**src/rtl/cfg_port_pkg.sv**
```systemverilog
package cfg_port_pkg;

   localparam int CFG_DW = 32;

   // which host port an access decodes to
   typedef enum logic [1:0] {
      SEL_NONE = 2'd0,
      SEL_ADDR = 2'd1,
      SEL_DATA = 2'd2
   } io_sel_e;

   // access sequencer states
   typedef enum logic [1:0] {
      ST_IDLE = 2'd0,
      ST_REQ  = 2'd1,
      ST_RSP  = 2'd2,
      ST_DONE = 2'd3
   } acc_state_e;

   localparam logic [CFG_DW-1:0] NO_TARGET_DATA = '1;

endpackage

```
**src/rtl/cfg_io_decode.sv**
```systemverilog
module cfg_io_decode
   import cfg_port_pkg::*;
#(
   parameter int IO_AW     = 16,
   parameter int ADDR_PORT = 'h0CF8,
   parameter int DATA_PORT = 'h0CFC
) (
   input  logic [IO_AW-3:0] io_dwaddr,
   output io_sel_e          sel
);

   localparam logic [IO_AW-3:0] ADDR_DW = (IO_AW-2)'(ADDR_PORT / 4);
   localparam logic [IO_AW-3:0] DATA_DW = (IO_AW-2)'(DATA_PORT / 4);

   if ((ADDR_PORT % 4) != 0 || (DATA_PORT % 4) != 0) begin : g_bad_align
      $error("cfg_io_decode: ports must be dword aligned");
   end
   if (ADDR_PORT == DATA_PORT) begin : g_bad_overlap
      $error("cfg_io_decode: address and data ports must differ");
   end
   if (IO_AW < 4) begin : g_bad_width
      $error("cfg_io_decode: IO_AW too small");
   end

   always_comb begin
      if (io_dwaddr == ADDR_DW)      sel = SEL_ADDR;
      else if (io_dwaddr == DATA_DW) sel = SEL_DATA;
      else                           sel = SEL_NONE;
   end

endmodule

```
**src/rtl/cfg_addr_latch.sv**
```systemverilog
module cfg_addr_latch
   import cfg_port_pkg::*;
#(
   parameter int BUS_W  = 8,
   parameter int DEV_W  = 5,
   parameter int FUNC_W = 3,
   parameter int REG_W  = 6
) (
   input  logic              clk,
   input  logic              rst_n,
   input  logic              ld,
   input  logic [CFG_DW-1:0] wdata,
   output logic              en,
   output logic [BUS_W-1:0]  bus,
   output logic [DEV_W-1:0]  dev,
   output logic [FUNC_W-1:0] func,
   output logic [REG_W-1:0]  regn,
   output logic [CFG_DW-1:0] rdback
);

   localparam int REG_LSB  = 2;
   localparam int FUNC_LSB = REG_LSB + REG_W;
   localparam int DEV_LSB  = FUNC_LSB + FUNC_W;
   localparam int BUS_LSB  = DEV_LSB + DEV_W;
   localparam int BUS_TOP  = BUS_LSB + BUS_W;
   localparam int EN_BIT   = CFG_DW - 1;
   localparam logic [CFG_DW-1:0] KEEP_MASK =
      (CFG_DW'(1) << EN_BIT) | (((CFG_DW'(1) << BUS_TOP) - CFG_DW'(1)) & ~CFG_DW'(3));

   if (BUS_TOP > EN_BIT) begin : g_bad_fields
      $error("cfg_addr_latch: field widths overrun the enable bit");
   end

   logic [CFG_DW-1:0] addr_q;

   always_ff @(posedge clk) begin
      if (!rst_n)  addr_q <= '0;
      else if (ld) addr_q <= wdata & KEEP_MASK;
   end

   assign en     = addr_q[EN_BIT];
   assign bus    = addr_q[BUS_LSB  +: BUS_W];
   assign dev    = addr_q[DEV_LSB  +: DEV_W];
   assign func   = addr_q[FUNC_LSB +: FUNC_W];
   assign regn   = addr_q[REG_LSB  +: REG_W];
   assign rdback = addr_q;

   AST_HOLD_WITHOUT_LOAD: assert property (@(posedge clk) disable iff (!rst_n)
      !ld |=> $stable(rdback));
   AST_LOAD_TAKES_ENABLE: assert property (@(posedge clk) disable iff (!rst_n)
      ld |=> (en == $past(wdata[EN_BIT])));

endmodule

```
**src/rtl/cfg_access_ctrl.sv**
```systemverilog
module cfg_access_ctrl
   import cfg_port_pkg::*;
#(
   parameter int BUS_W          = 8,
   parameter int DEV_W          = 5,
   parameter int FUNC_W         = 3,
   parameter int REG_W          = 6,
   parameter int TIMEOUT_CYCLES = 64
) (
   input  logic              clk,
   input  logic              rst_n,
   // host side
   input  logic              io_rd,
   input  logic              io_wr,
   input  logic [3:0]        io_be,
   input  logic [CFG_DW-1:0] io_wdata,
   input  io_sel_e           sel,
   output logic [CFG_DW-1:0] io_rdata,
   output logic              io_ready,
   // address register
   input  logic              cfg_en,
   input  logic [BUS_W-1:0]  cfg_bus,
   input  logic [DEV_W-1:0]  cfg_dev,
   input  logic [FUNC_W-1:0] cfg_func,
   input  logic [REG_W-1:0]  cfg_regn,
   input  logic [CFG_DW-1:0] addr_rdback,
   output logic              addr_ld,
   // downstream side
   output logic              req_valid,
   input  logic              req_ready,
   output logic              req_write,
   output logic [BUS_W-1:0]  req_bus,
   output logic [DEV_W-1:0]  req_dev,
   output logic [FUNC_W-1:0] req_func,
   output logic [REG_W-1:0]  req_reg,
   output logic [3:0]        req_be,
   output logic [CFG_DW-1:0] req_wdata,
   input  logic              rsp_valid,
   input  logic [CFG_DW-1:0] rsp_rdata
);

   localparam int TMO_W = (TIMEOUT_CYCLES > 1) ? $clog2(TIMEOUT_CYCLES + 1) : 1;

   if (TIMEOUT_CYCLES < 0) begin : g_bad_tmo
      $error("cfg_access_ctrl: TIMEOUT_CYCLES must not be negative");
   end

   acc_state_e        state_q;
   logic [CFG_DW-1:0] rdata_q;
   logic              accept;
   logic              forward;
   logic              tmo_hit;

   assign accept  = (state_q == ST_IDLE) && (io_rd || io_wr);
   assign forward = accept && (sel == SEL_DATA) && cfg_en;
   assign addr_ld = accept && io_wr && (sel == SEL_ADDR) && (io_be == 4'hF);

   // timeout variant: a zero count waits forever
   if (TIMEOUT_CYCLES > 0) begin : g_timer
      logic [TMO_W-1:0] tmr_q;
      always_ff @(posedge clk) begin
         if (!rst_n)                                   tmr_q <= '0;
         else if (state_q == ST_IDLE)                  tmr_q <= '0;
         else if (tmr_q < TMO_W'(TIMEOUT_CYCLES))      tmr_q <= tmr_q + 1'b1;
      end
      assign tmo_hit = (tmr_q >= TMO_W'(TIMEOUT_CYCLES - 1));
   end else begin : g_no_timer
      assign tmo_hit = 1'b0;
   end

   always_ff @(posedge clk) begin
      if (!rst_n) begin
         state_q   <= ST_IDLE;
         rdata_q   <= '0;
         req_write <= 1'b0;
         req_bus   <= '0;
         req_dev   <= '0;
         req_func  <= '0;
         req_reg   <= '0;
         req_be    <= '0;
         req_wdata <= '0;
      end else begin
         unique case (state_q)
            ST_IDLE: begin
               if (forward) begin
                  state_q   <= ST_REQ;
                  req_write <= io_wr;
                  req_bus   <= cfg_bus;
                  req_dev   <= cfg_dev;
                  req_func  <= cfg_func;
                  req_reg   <= cfg_regn;
                  req_be    <= io_be;
                  req_wdata <= io_wdata;
               end else if (accept) begin
                  state_q <= ST_DONE;
                  rdata_q <= ((sel == SEL_ADDR) && !io_wr) ? addr_rdback : NO_TARGET_DATA;
               end
            end
            ST_REQ: begin
               if (req_ready) begin
                  state_q <= ST_RSP;
               end else if (tmo_hit) begin
                  state_q <= ST_DONE;
                  rdata_q <= NO_TARGET_DATA;
               end
            end
            ST_RSP: begin
               if (rsp_valid) begin
                  state_q <= ST_DONE;
                  rdata_q <= rsp_rdata;
               end else if (tmo_hit) begin
                  state_q <= ST_DONE;
                  rdata_q <= NO_TARGET_DATA;
               end
            end
            default: state_q <= ST_IDLE;
         endcase
      end
   end

   assign req_valid = (state_q == ST_REQ);
   assign io_ready  = (state_q == ST_DONE);
   assign io_rdata  = rdata_q;

   AST_READY_PULSE: assert property (@(posedge clk) disable iff (!rst_n)
      io_ready |=> !io_ready);
   AST_REQ_HELD: assert property (@(posedge clk) disable iff (!rst_n)
      (req_valid && !req_ready && !tmo_hit) |=>
         (req_valid && $stable(req_wdata) && $stable(req_be) && $stable(req_write)));
   AST_REQ_DROPS: assert property (@(posedge clk) disable iff (!rst_n)
      (req_valid && req_ready) |=> !req_valid);
   AST_REQ_NEEDS_EN: assert property (@(posedge clk) disable iff (!rst_n)
      $rose(req_valid) |-> $past(cfg_en));

   if (TIMEOUT_CYCLES > 0) begin : g_bound
      logic [TMO_W+1:0] busy_cnt;
      always_ff @(posedge clk) begin
         if (!rst_n)                                       busy_cnt <= '0;
         else if (state_q == ST_REQ || state_q == ST_RSP)  busy_cnt <= busy_cnt + 1'b1;
         else                                              busy_cnt <= '0;
      end
      // one extra cycle covers an accept on the last waiting cycle
      AST_TMO_BOUND: assert property (@(posedge clk) disable iff (!rst_n)
         busy_cnt <= (TMO_W+2)'(TIMEOUT_CYCLES + 1));
   end

endmodule

```
**src/rtl/cfg_index_port.sv**
```systemverilog
module cfg_index_port
   import cfg_port_pkg::*;
#(
   parameter int IO_AW          = 16,
   parameter int ADDR_PORT      = 'h0CF8,
   parameter int DATA_PORT      = 'h0CFC,
   parameter int BUS_W          = 8,
   parameter int DEV_W          = 5,
   parameter int FUNC_W         = 3,
   parameter int REG_W          = 6,
   parameter int TIMEOUT_CYCLES = 64
) (
   input  logic              clk,
   input  logic              rst_n,
   input  logic [IO_AW-3:0]  io_dwaddr,
   input  logic [3:0]        io_be,
   input  logic              io_rd,
   input  logic              io_wr,
   input  logic [31:0]       io_wdata,
   output logic [31:0]       io_rdata,
   output logic              io_ready,
   output logic              req_valid,
   input  logic              req_ready,
   output logic              req_write,
   output logic [BUS_W-1:0]  req_bus,
   output logic [DEV_W-1:0]  req_dev,
   output logic [FUNC_W-1:0] req_func,
   output logic [REG_W-1:0]  req_reg,
   output logic [3:0]        req_be,
   output logic [31:0]       req_wdata,
   input  logic              rsp_valid,
   input  logic [31:0]       rsp_rdata
);

   io_sel_e           sel;
   logic              addr_ld;
   logic              cfg_en;
   logic [BUS_W-1:0]  cfg_bus;
   logic [DEV_W-1:0]  cfg_dev;
   logic [FUNC_W-1:0] cfg_func;
   logic [REG_W-1:0]  cfg_regn;
   logic [31:0]       addr_rdback;

   cfg_io_decode #(
      .IO_AW     (IO_AW),
      .ADDR_PORT (ADDR_PORT),
      .DATA_PORT (DATA_PORT)
   ) u_decode (
      .io_dwaddr (io_dwaddr),
      .sel       (sel)
   );

   cfg_addr_latch #(
      .BUS_W  (BUS_W),
      .DEV_W  (DEV_W),
      .FUNC_W (FUNC_W),
      .REG_W  (REG_W)
   ) u_latch (
      .clk    (clk),
      .rst_n  (rst_n),
      .ld     (addr_ld),
      .wdata  (io_wdata),
      .en     (cfg_en),
      .bus    (cfg_bus),
      .dev    (cfg_dev),
      .func   (cfg_func),
      .regn   (cfg_regn),
      .rdback (addr_rdback)
   );

   cfg_access_ctrl #(
      .BUS_W          (BUS_W),
      .DEV_W          (DEV_W),
      .FUNC_W         (FUNC_W),
      .REG_W          (REG_W),
      .TIMEOUT_CYCLES (TIMEOUT_CYCLES)
   ) u_ctrl (
      .clk         (clk),
      .rst_n       (rst_n),
      .io_rd       (io_rd),
      .io_wr       (io_wr),
      .io_be       (io_be),
      .io_wdata    (io_wdata),
      .sel         (sel),
      .io_rdata    (io_rdata),
      .io_ready    (io_ready),
      .cfg_en      (cfg_en),
      .cfg_bus     (cfg_bus),
      .cfg_dev     (cfg_dev),
      .cfg_func    (cfg_func),
      .cfg_regn    (cfg_regn),
      .addr_rdback (addr_rdback),
      .addr_ld     (addr_ld),
      .req_valid   (req_valid),
      .req_ready   (req_ready),
      .req_write   (req_write),
      .req_bus     (req_bus),
      .req_dev     (req_dev),
      .req_func    (req_func),
      .req_reg     (req_reg),
      .req_be      (req_be),
      .req_wdata   (req_wdata),
      .rsp_valid   (rsp_valid),
      .rsp_rdata   (rsp_rdata)
   );

   // a completed read of the address port never shows reserved bits
   logic rd_addr_q;
   always_ff @(posedge clk) begin
      if (!rst_n) rd_addr_q <= 1'b0;
      else        rd_addr_q <= io_rd && (sel == SEL_ADDR);
   end
   AST_RSVD_ZERO: assert property (@(posedge clk) disable iff (!rst_n)
      (io_ready && rd_addr_q) |-> (io_rdata[30:24] == 7'd0 && io_rdata[1:0] == 2'd0));

endmodule

```
**config.mk**
```make
export PLATFORM = sky130hd
export DESIGN_NAME = cfg_index_port
export DESIGN_NICKNAME = d
export VERILOG_FILES = /design/src/rtl/cfg_port_pkg.sv /design/src/rtl/cfg_io_decode.sv /design/src/rtl/cfg_addr_latch.sv /design/src/rtl/cfg_access_ctrl.sv /design/src/rtl/cfg_index_port.sv
export SDC_FILE = /design/constraint.sdc
export NUM_CORES = 1
export LEC_CHECK = 0
export ABC_AREA = 1
export BUFFER_PORTS_ARGS = -buffer_cell sky130_fd_sc_hd__buf_4
export CAP_MARGIN = 20
export CORE_MARGIN = 10
export CORE_UTILIZATION = 32
export DETAILED_ROUTE_END_ITERATION = 6
export HOLD_SLACK_MARGIN = 0.15
export SLEW_MARGIN = 20
export SYNTH_ARGS = -nofsm -noshare
export SYNTH_HDL_FRONTEND = slang
export SYNTH_SLANG_ARGS = --single-unit
```
**constraint.sdc**
```tcl
create_clock -name clk -period 1.7 [get_ports clk]
set_input_delay 0.17 -clock clk [delete_from_list [all_inputs] [get_ports clk]]
set_output_delay 0.17 -clock clk [all_outputs]
set_load 0.03 [all_outputs]
```
## Word-level counts from Yosys, hierarchy flattened

Cells that the tools add are included.

| word-level totals | value |
|---|---|
| input port bits | 88 |
| register bits | 123 |
| output and inout bits | 93 |
| word-level logic and storage cells | 56 |

| operators by class | value |
|---|---|
| $add $sub $neg | 1 |
| order comparisons | 2 |
| bitwise logic cells | 1 |
| equal/unequal tests | 12 |
| mux-type cells | 15 |
| reduce and logical (&&, ||, !) cells | 14 |

Operators with widths:

| kind | number |
|---|---|
| $mux W32 | 6 |
| $pmux W32 S3 | 1 |
| $eq A14 B10 Y1 const B | 2 |
| $mux W2 | 7 |
| $add A7 B1 Y7 const B | 1 |
| $ge A7 B6 Y1 const B | 1 |
| $logic_and A1 B1 Y1 | 7 |
| $lt A7 B7 Y1 const B | 1 |
| $eq A2 B2 Y1 const B | 3 |
| $pmux W2 S3 | 1 |
| $eq A2 B1 Y1 const B | 2 |
| $eq A4 B4 Y1 const B | 1 |
| $ne A2 B2 Y1 const B | 2 |
| $reduce_and A4 Y1 | 1 |
| $ne A3 B1 Y1 const B | 1 |
| $reduce_bool A3 Y1 | 1 |
| $logic_not A2 Y1 | 1 |
| $ne A2 B1 Y1 const B | 1 |
| $reduce_and A2 Y1 | 1 |
| $reduce_or A2 Y1 | 1 |
| $logic_not A1 Y1 | 1 |
| $logic_or A1 B1 Y1 | 1 |
| $not A1 Y1 | 1 |

## Logic depth before layout (Yosys ltp)

| logic depth | value |
|---|---|
| depth in word-level cells | 9 |
| depth in mapped cells | 11 |

## Modules after synthesis

From an unflattened synthesis, not the netlist that was laid out.

| second synthesis, totals | value |
|---|---|
| cell total of the unflattened synthesis | 997 |
| area total of the unflattened synthesis | 6394.9 sq um |

By module, submodules not included:

| module | cells an instance | area each (sq um) | instances |
|---|---|---|---|
| cfg_access_ctrl | 799 | 5113.7 | 1 |
| cfg_addr_latch | 178 | 1202.4 | 1 |
| cfg_io_decode | 20 | 78.8 | 1 |

## Worst setup path after synthesis

OpenSTA, ideal clock, no wires.

| path | value |
|---|---|
| kind | reg-to-reg |
| start point | reg u_ctrl.state_q[1] |
| end point | reg u_ctrl.rdata_q[10], in the netlist u_ctrl.io_rdata[10] |
| setup time | 109 ps |
| arrival time | 1697 ps |
| buffers on the path | 1 |
| slack | -106 ps |
| cell stages (with the launch flop) | 11 |
| cells stage by stage | dfxtp_1 > inv_1 > ha_1 > inv_2 > o21ai_0 > nand3_2 > inv_2 > buf_2 > nand3_1 > nand2_1 > inv_1 |

RTL lines:

| what | RTL line | text |
|---|---|---|
| from (decl) | cfg_access_ctrl.sv:48 | `acc_state_e state_q;` |
| from (signal assigned) | cfg_access_ctrl.sv:73 | `state_q <= ST_IDLE;` |
| from (signal assigned) | cfg_access_ctrl.sv:86 | `state_q <= ST_REQ;` |
| from (signal assigned) | cfg_access_ctrl.sv:95 | `state_q <= ST_DONE;` |
| $eq A2 B1 Y1 * | n/a |  |
| via req_valid | cfg_index_port.sv:22 | `output logic req_valid,` |
| $ne A2 B2 Y1 (no line) or $reduce_bool A3 Y1 (tied branches) | n/a |  |
| $reduce_and A4 Y1 (no line) | n/a |  |
| to (signal assigned) | cfg_access_ctrl.sv:96 | `rdata_q <= ((sel == SEL_ADDR) && !io_wr) ? addr_rdback : NO_TARGET_DATA;` |
| to (signal assigned) | cfg_access_ctrl.sv:110 | `rdata_q <= rsp_rdata;` |
| to (decl) | cfg_access_ctrl.sv:49 | `logic [CFG_DW-1:0] rdata_q;` |

The timed path passes the listed nets; every way through them passes the cells marked *.
A chain may end at the register's enable or synchronous reset.

## Worst setup path in the final report

| path | value |
|---|---|
| start point | reg u_ctrl.state_q[0] |
| end point | reg u_ctrl.rdata_q[29], in the netlist u_ctrl.io_rdata[29] |

| between the ends | value |
|---|---|
| longest elaborated chain between the ends | 6 |

Ends and longest elaborated chain:

| what | RTL line | text |
|---|---|---|
| $logic_not A2 Y1 | cfg_access_ctrl.sv:54, cfg_access_ctrl.sv:83 |  |
| $logic_and A1 B1 Y1 | cfg_access_ctrl.sv:54 | `assign accept = (state_q == ST_IDLE) && (io_rd \|\| io_wr);` |
| $logic_and A1 B1 Y1 (2 in a row) | cfg_access_ctrl.sv:55 | `assign forward = accept && (sel == SEL_DATA) && cfg_en;` |
| $ne A2 B2 Y1 (no line) | n/a |  |
| $reduce_and A4 Y1 (no line) | n/a |  |

Several ways; a longest one is shown, not always the timed one.

==> impl_summary.md <==
Routing
For this block, the initial DRC count from the detailed router was 417. The routed wirelength normalized by instance count is 16.91 um. For this run, design rule violations remaining after detail routing come to 0. Using the TritonRoute via totals, the vias-per-cell ratio works out to 4.932. The count of vias placed by the detailed router is 6,564. For this block, the routed nets add up to 22,510 um of wire. In this run the remaining antenna-violating nets after routing total 0. The first TritonRoute pass finished after 5 iterations.

STA
The post-route clock period utilization is 97.78%. Setup repair after global routing could not meet its margin everywhere. Clock skew on the completed layout was measured at 0.005379 ns. The number of max-slew violations in the final report is 0. The highest attainable clock frequency is 601.6 MHz. In this run the tightest slew margin relative to its limit is 72.37%. The worst setup slack after layout is 0.03776 ns. The worst path needs 1.662 ns of the cycle, external delays included. The hold violation count in the final report is 0. Setup violations remaining at the end of the flow were counted as 0. The transition at the pin with the smallest max-transition slack is 0.4102 ns.

Layout
The share of layout cells above drive strength 1 is 29.13%. The final layout contains 1,183 nets. The filler cell count is 1,715.

Relative to the synthesized area, the layout overhead comes to 56.79%. In the layout the commonest cells are 202 x sky130_fd_sc_hd__buf_4, 130 x sky130_fd_sc_hd__a21oi_1, 126 x sky130_fd_sc_hd__inv_1. The final cell count without fillers is 1,331. The most common cell after layout, fill and taps aside is sky130_fd_sc_hd__buf_4. The number of antenna diodes is 0.

Setup path
The largest single stage delay on the critical path is 0.34 ns. The worst register-to-register path begins at u_ctrl.state_q[0]. The arrival time of the worst setup path is 1.97 ns. Counting both buffers and inverters, the worst setup path holds a total of 4. The critical path in this run is classified as register to register. The startpoint class of the critical path is a register. Walking the worst path, the cells encountered are inv_2, buf_4, ha_4, o21ai_1, o21ai_2, nand3_4, buf_4, buf_6, nand2_1, nand2_1, a21oi_1. Among cell families on the critical path, the largest total delay comes from buffers and inverters. Data on the critical path is required at its endpoint by 2.01 ns. STA classifies the critical path endpoint as a register. The cell at the slowest stage of the critical path is sky130_fd_sc_hd__dfxtp_2. The critical path launch point is u_ctrl.state_q[0]. The maximum fanout along the worst path is 7.

Floorplan
The initial core utilization is 32.67%. The die height is 155.9 um. The floorplan has 49 rows.

181 I/O pins were placed. The overall die width is 155.9 um. The core region is 0.01809 mm^2. The die covers 0.02430 mm^2.

GRT
The first global-routing pass estimated 34,350 um of wire. The via count of the first global-routing pass is 6,366. The met2 usage in global routing is 27.39%. The number of antenna violations at the first check in global routing is 0. The maximum number of pins on one net before global-route repair is 83. The met1 track demand over resource is 22.44%. In the global route stage, overall resource usage came out at 17.52%. The residual overflow from global routing is 0. The layer flagged by global routing as most heavily used is met2. In the global route stage, met3 resource usage came out at 6.369%.

Clock network
The TritonCTS buffer count is 17. The TritonCTS clock tree is done. The later pin in the worst-skew pair is clocked with a latency of 0.42 ns. The clock transition at the register clock pins on the worst setup and hold paths after CTS is 0.06 ns. The clock net in this run drives a total of 123 sinks. The buffer levels on the longest clock path is 2.

The maximum level of the CTS H-tree is 4. In this run the clock root is driven by a sky130_fd_sc_hd__clkbuf_16.

Logic synthesis
The count of unique library cells instantiated by Yosys is 26. The synthesis-stage register bit count is 123. The leading register cell type out of synthesis is sky130_fd_sc_hd__dfxtp_1.

Of all flip-flops after synthesis, the portion carrying an async set or reset was 0%. Synthesis produced a netlist whose cell count is 862. The number of flops mapped to enable cells by yosys is 0. After synthesis the cells add up to 0.005909 mm^2. The net count of the mapped netlist is 956.

Each instance of the synthesized netlist takes up on average 6.855 um^2. The post-synthesis sequential area ratio is 41.67%. The Yosys step of the flow raised 0 warnings.

Run
The tool flagged a number of max-cap violations equal to 0.

Power
The design draws 14.47 mW. Power spread over the standard cell area amounts to 1561 mW/mm^2. IR analysis of the VDD net gives a maximum drop of 1.044 mV. The leakage power summed over all cells is 4.107 nW.

Placement
The number of buffer cells added on primary ports is 180. Including well taps, the total number of placed cells is 1,244. The worst setup timing slack at the placement stage is -0.06083 ns. Once detailed placement completed, the half-perimeter wirelength came to 14,290 um. At the end of routability-driven placement, the weighted congestion stood at 0.8029.

Outcome
The flow ran to the end, and the final reports show no timing, DRC or antenna violations.

Worst hold path
The beginning of the worst hold path is rsp_rdata[26]. The path class of the lowest-slack min-delay path is primary input to register.
## metal layers
layer	vias up	part of all wire [%]
met5	-	0
met4	0	1.2
met3	18	7.5
met2	204	46
met1	3032	45
li1	3310	-
## per-stage QoR
step,hold WS [ns],utilization [%],TNS (ns),cell area [um^2]
finish,0.1770,51.23,0,9265
global route,0.1975,51.23,-1.768,9265
CTS,0.1605,49.15,0,8890
detailed placement,0.4232,42.57,-1.430,7700
global placement,0.4223,42.57,-0.07567,7700
floorplan,0.3157,-,0,5927
## worst min-delay path: stages
cell and delay (ns):
sky130_fd_sc_hd__buf_4 0.11, sky130_fd_sc_hd__nand2_1 0.06, sky130_fd_sc_hd__nand4_1 0.09, sky130_fd_sc_hd__nand3_1 0.07
sky130_fd_sc_hd__a21oi_1 0.06
## timing repair
item	in CTS	in global routing
hold endpoints to repair	70	0
hold buffers	39	0
pin swaps	1	14
setup endpoints to repair	96	91
setup buffers	2	4
gates cloned	3	7
gates resized for setup	41	70
## power by group
part / switching, mW / internal [mW] / leakage (nW) / total (mW)
Sequential: 0.211 / 3.27 / 1.00 / 3.48
Combinational: 4.09 / 2.95 / 2.81 / 7.05
Clock: 1.44 / 2.51 / 0.300 / 3.94
## cells in the mapped netlist, drive strengths merged (2+ instances only)
library cell	count	area [um^2]
o21ai	166	830.8
a21oi	145	733.2
inv	131	491.7
dfxtp	123	2462
nand2	81	306.6
nand3	63	330.3
nor2	63	239.0
clkbuf	39	150.1
buf	22	130.1
nand4	13	81.33
ha	6	75.07
clkinv	3	11.26
nor3	2	20.02
o21bai	2	15.01
## final timing paths
check	end	slack [ns]	cells after the start
max reg2reg	u_ctrl.io_rdata[29]	0.04	11
max	u_ctrl.io_rdata[29]	0.04	11
min	u_ctrl.io_rdata[26]	0.18	5
min reg2reg	u_ctrl.req_bus[2]	0.44	2
## area by class of cell
class / instances / area [um^2] / share of cell area [%]
multi-input cells: 544 / 2894 / 31.24
flip-flops and latches: 123 / 2465 / 26.60
well taps: 229 / 286.5 / 3.093
clock buffers: 19 / 442.9 / 4.781
clock inverters: 13 / 191.4 / 2.066
inverters: 134 / 511.7 / 5.523
repair buffers: 269 / 2474 / 26.70
## cells by family after synthesis
kind of cell    count (synthesis)  share of synthesized area (%)
fa+ha+maj                       6                          1.270
buf+inv                       195                          13.25
compound gates                315                          26.95
simple gates                  223                          16.85
flops                         123                          41.67
Power figures use the tool's default switching activity.
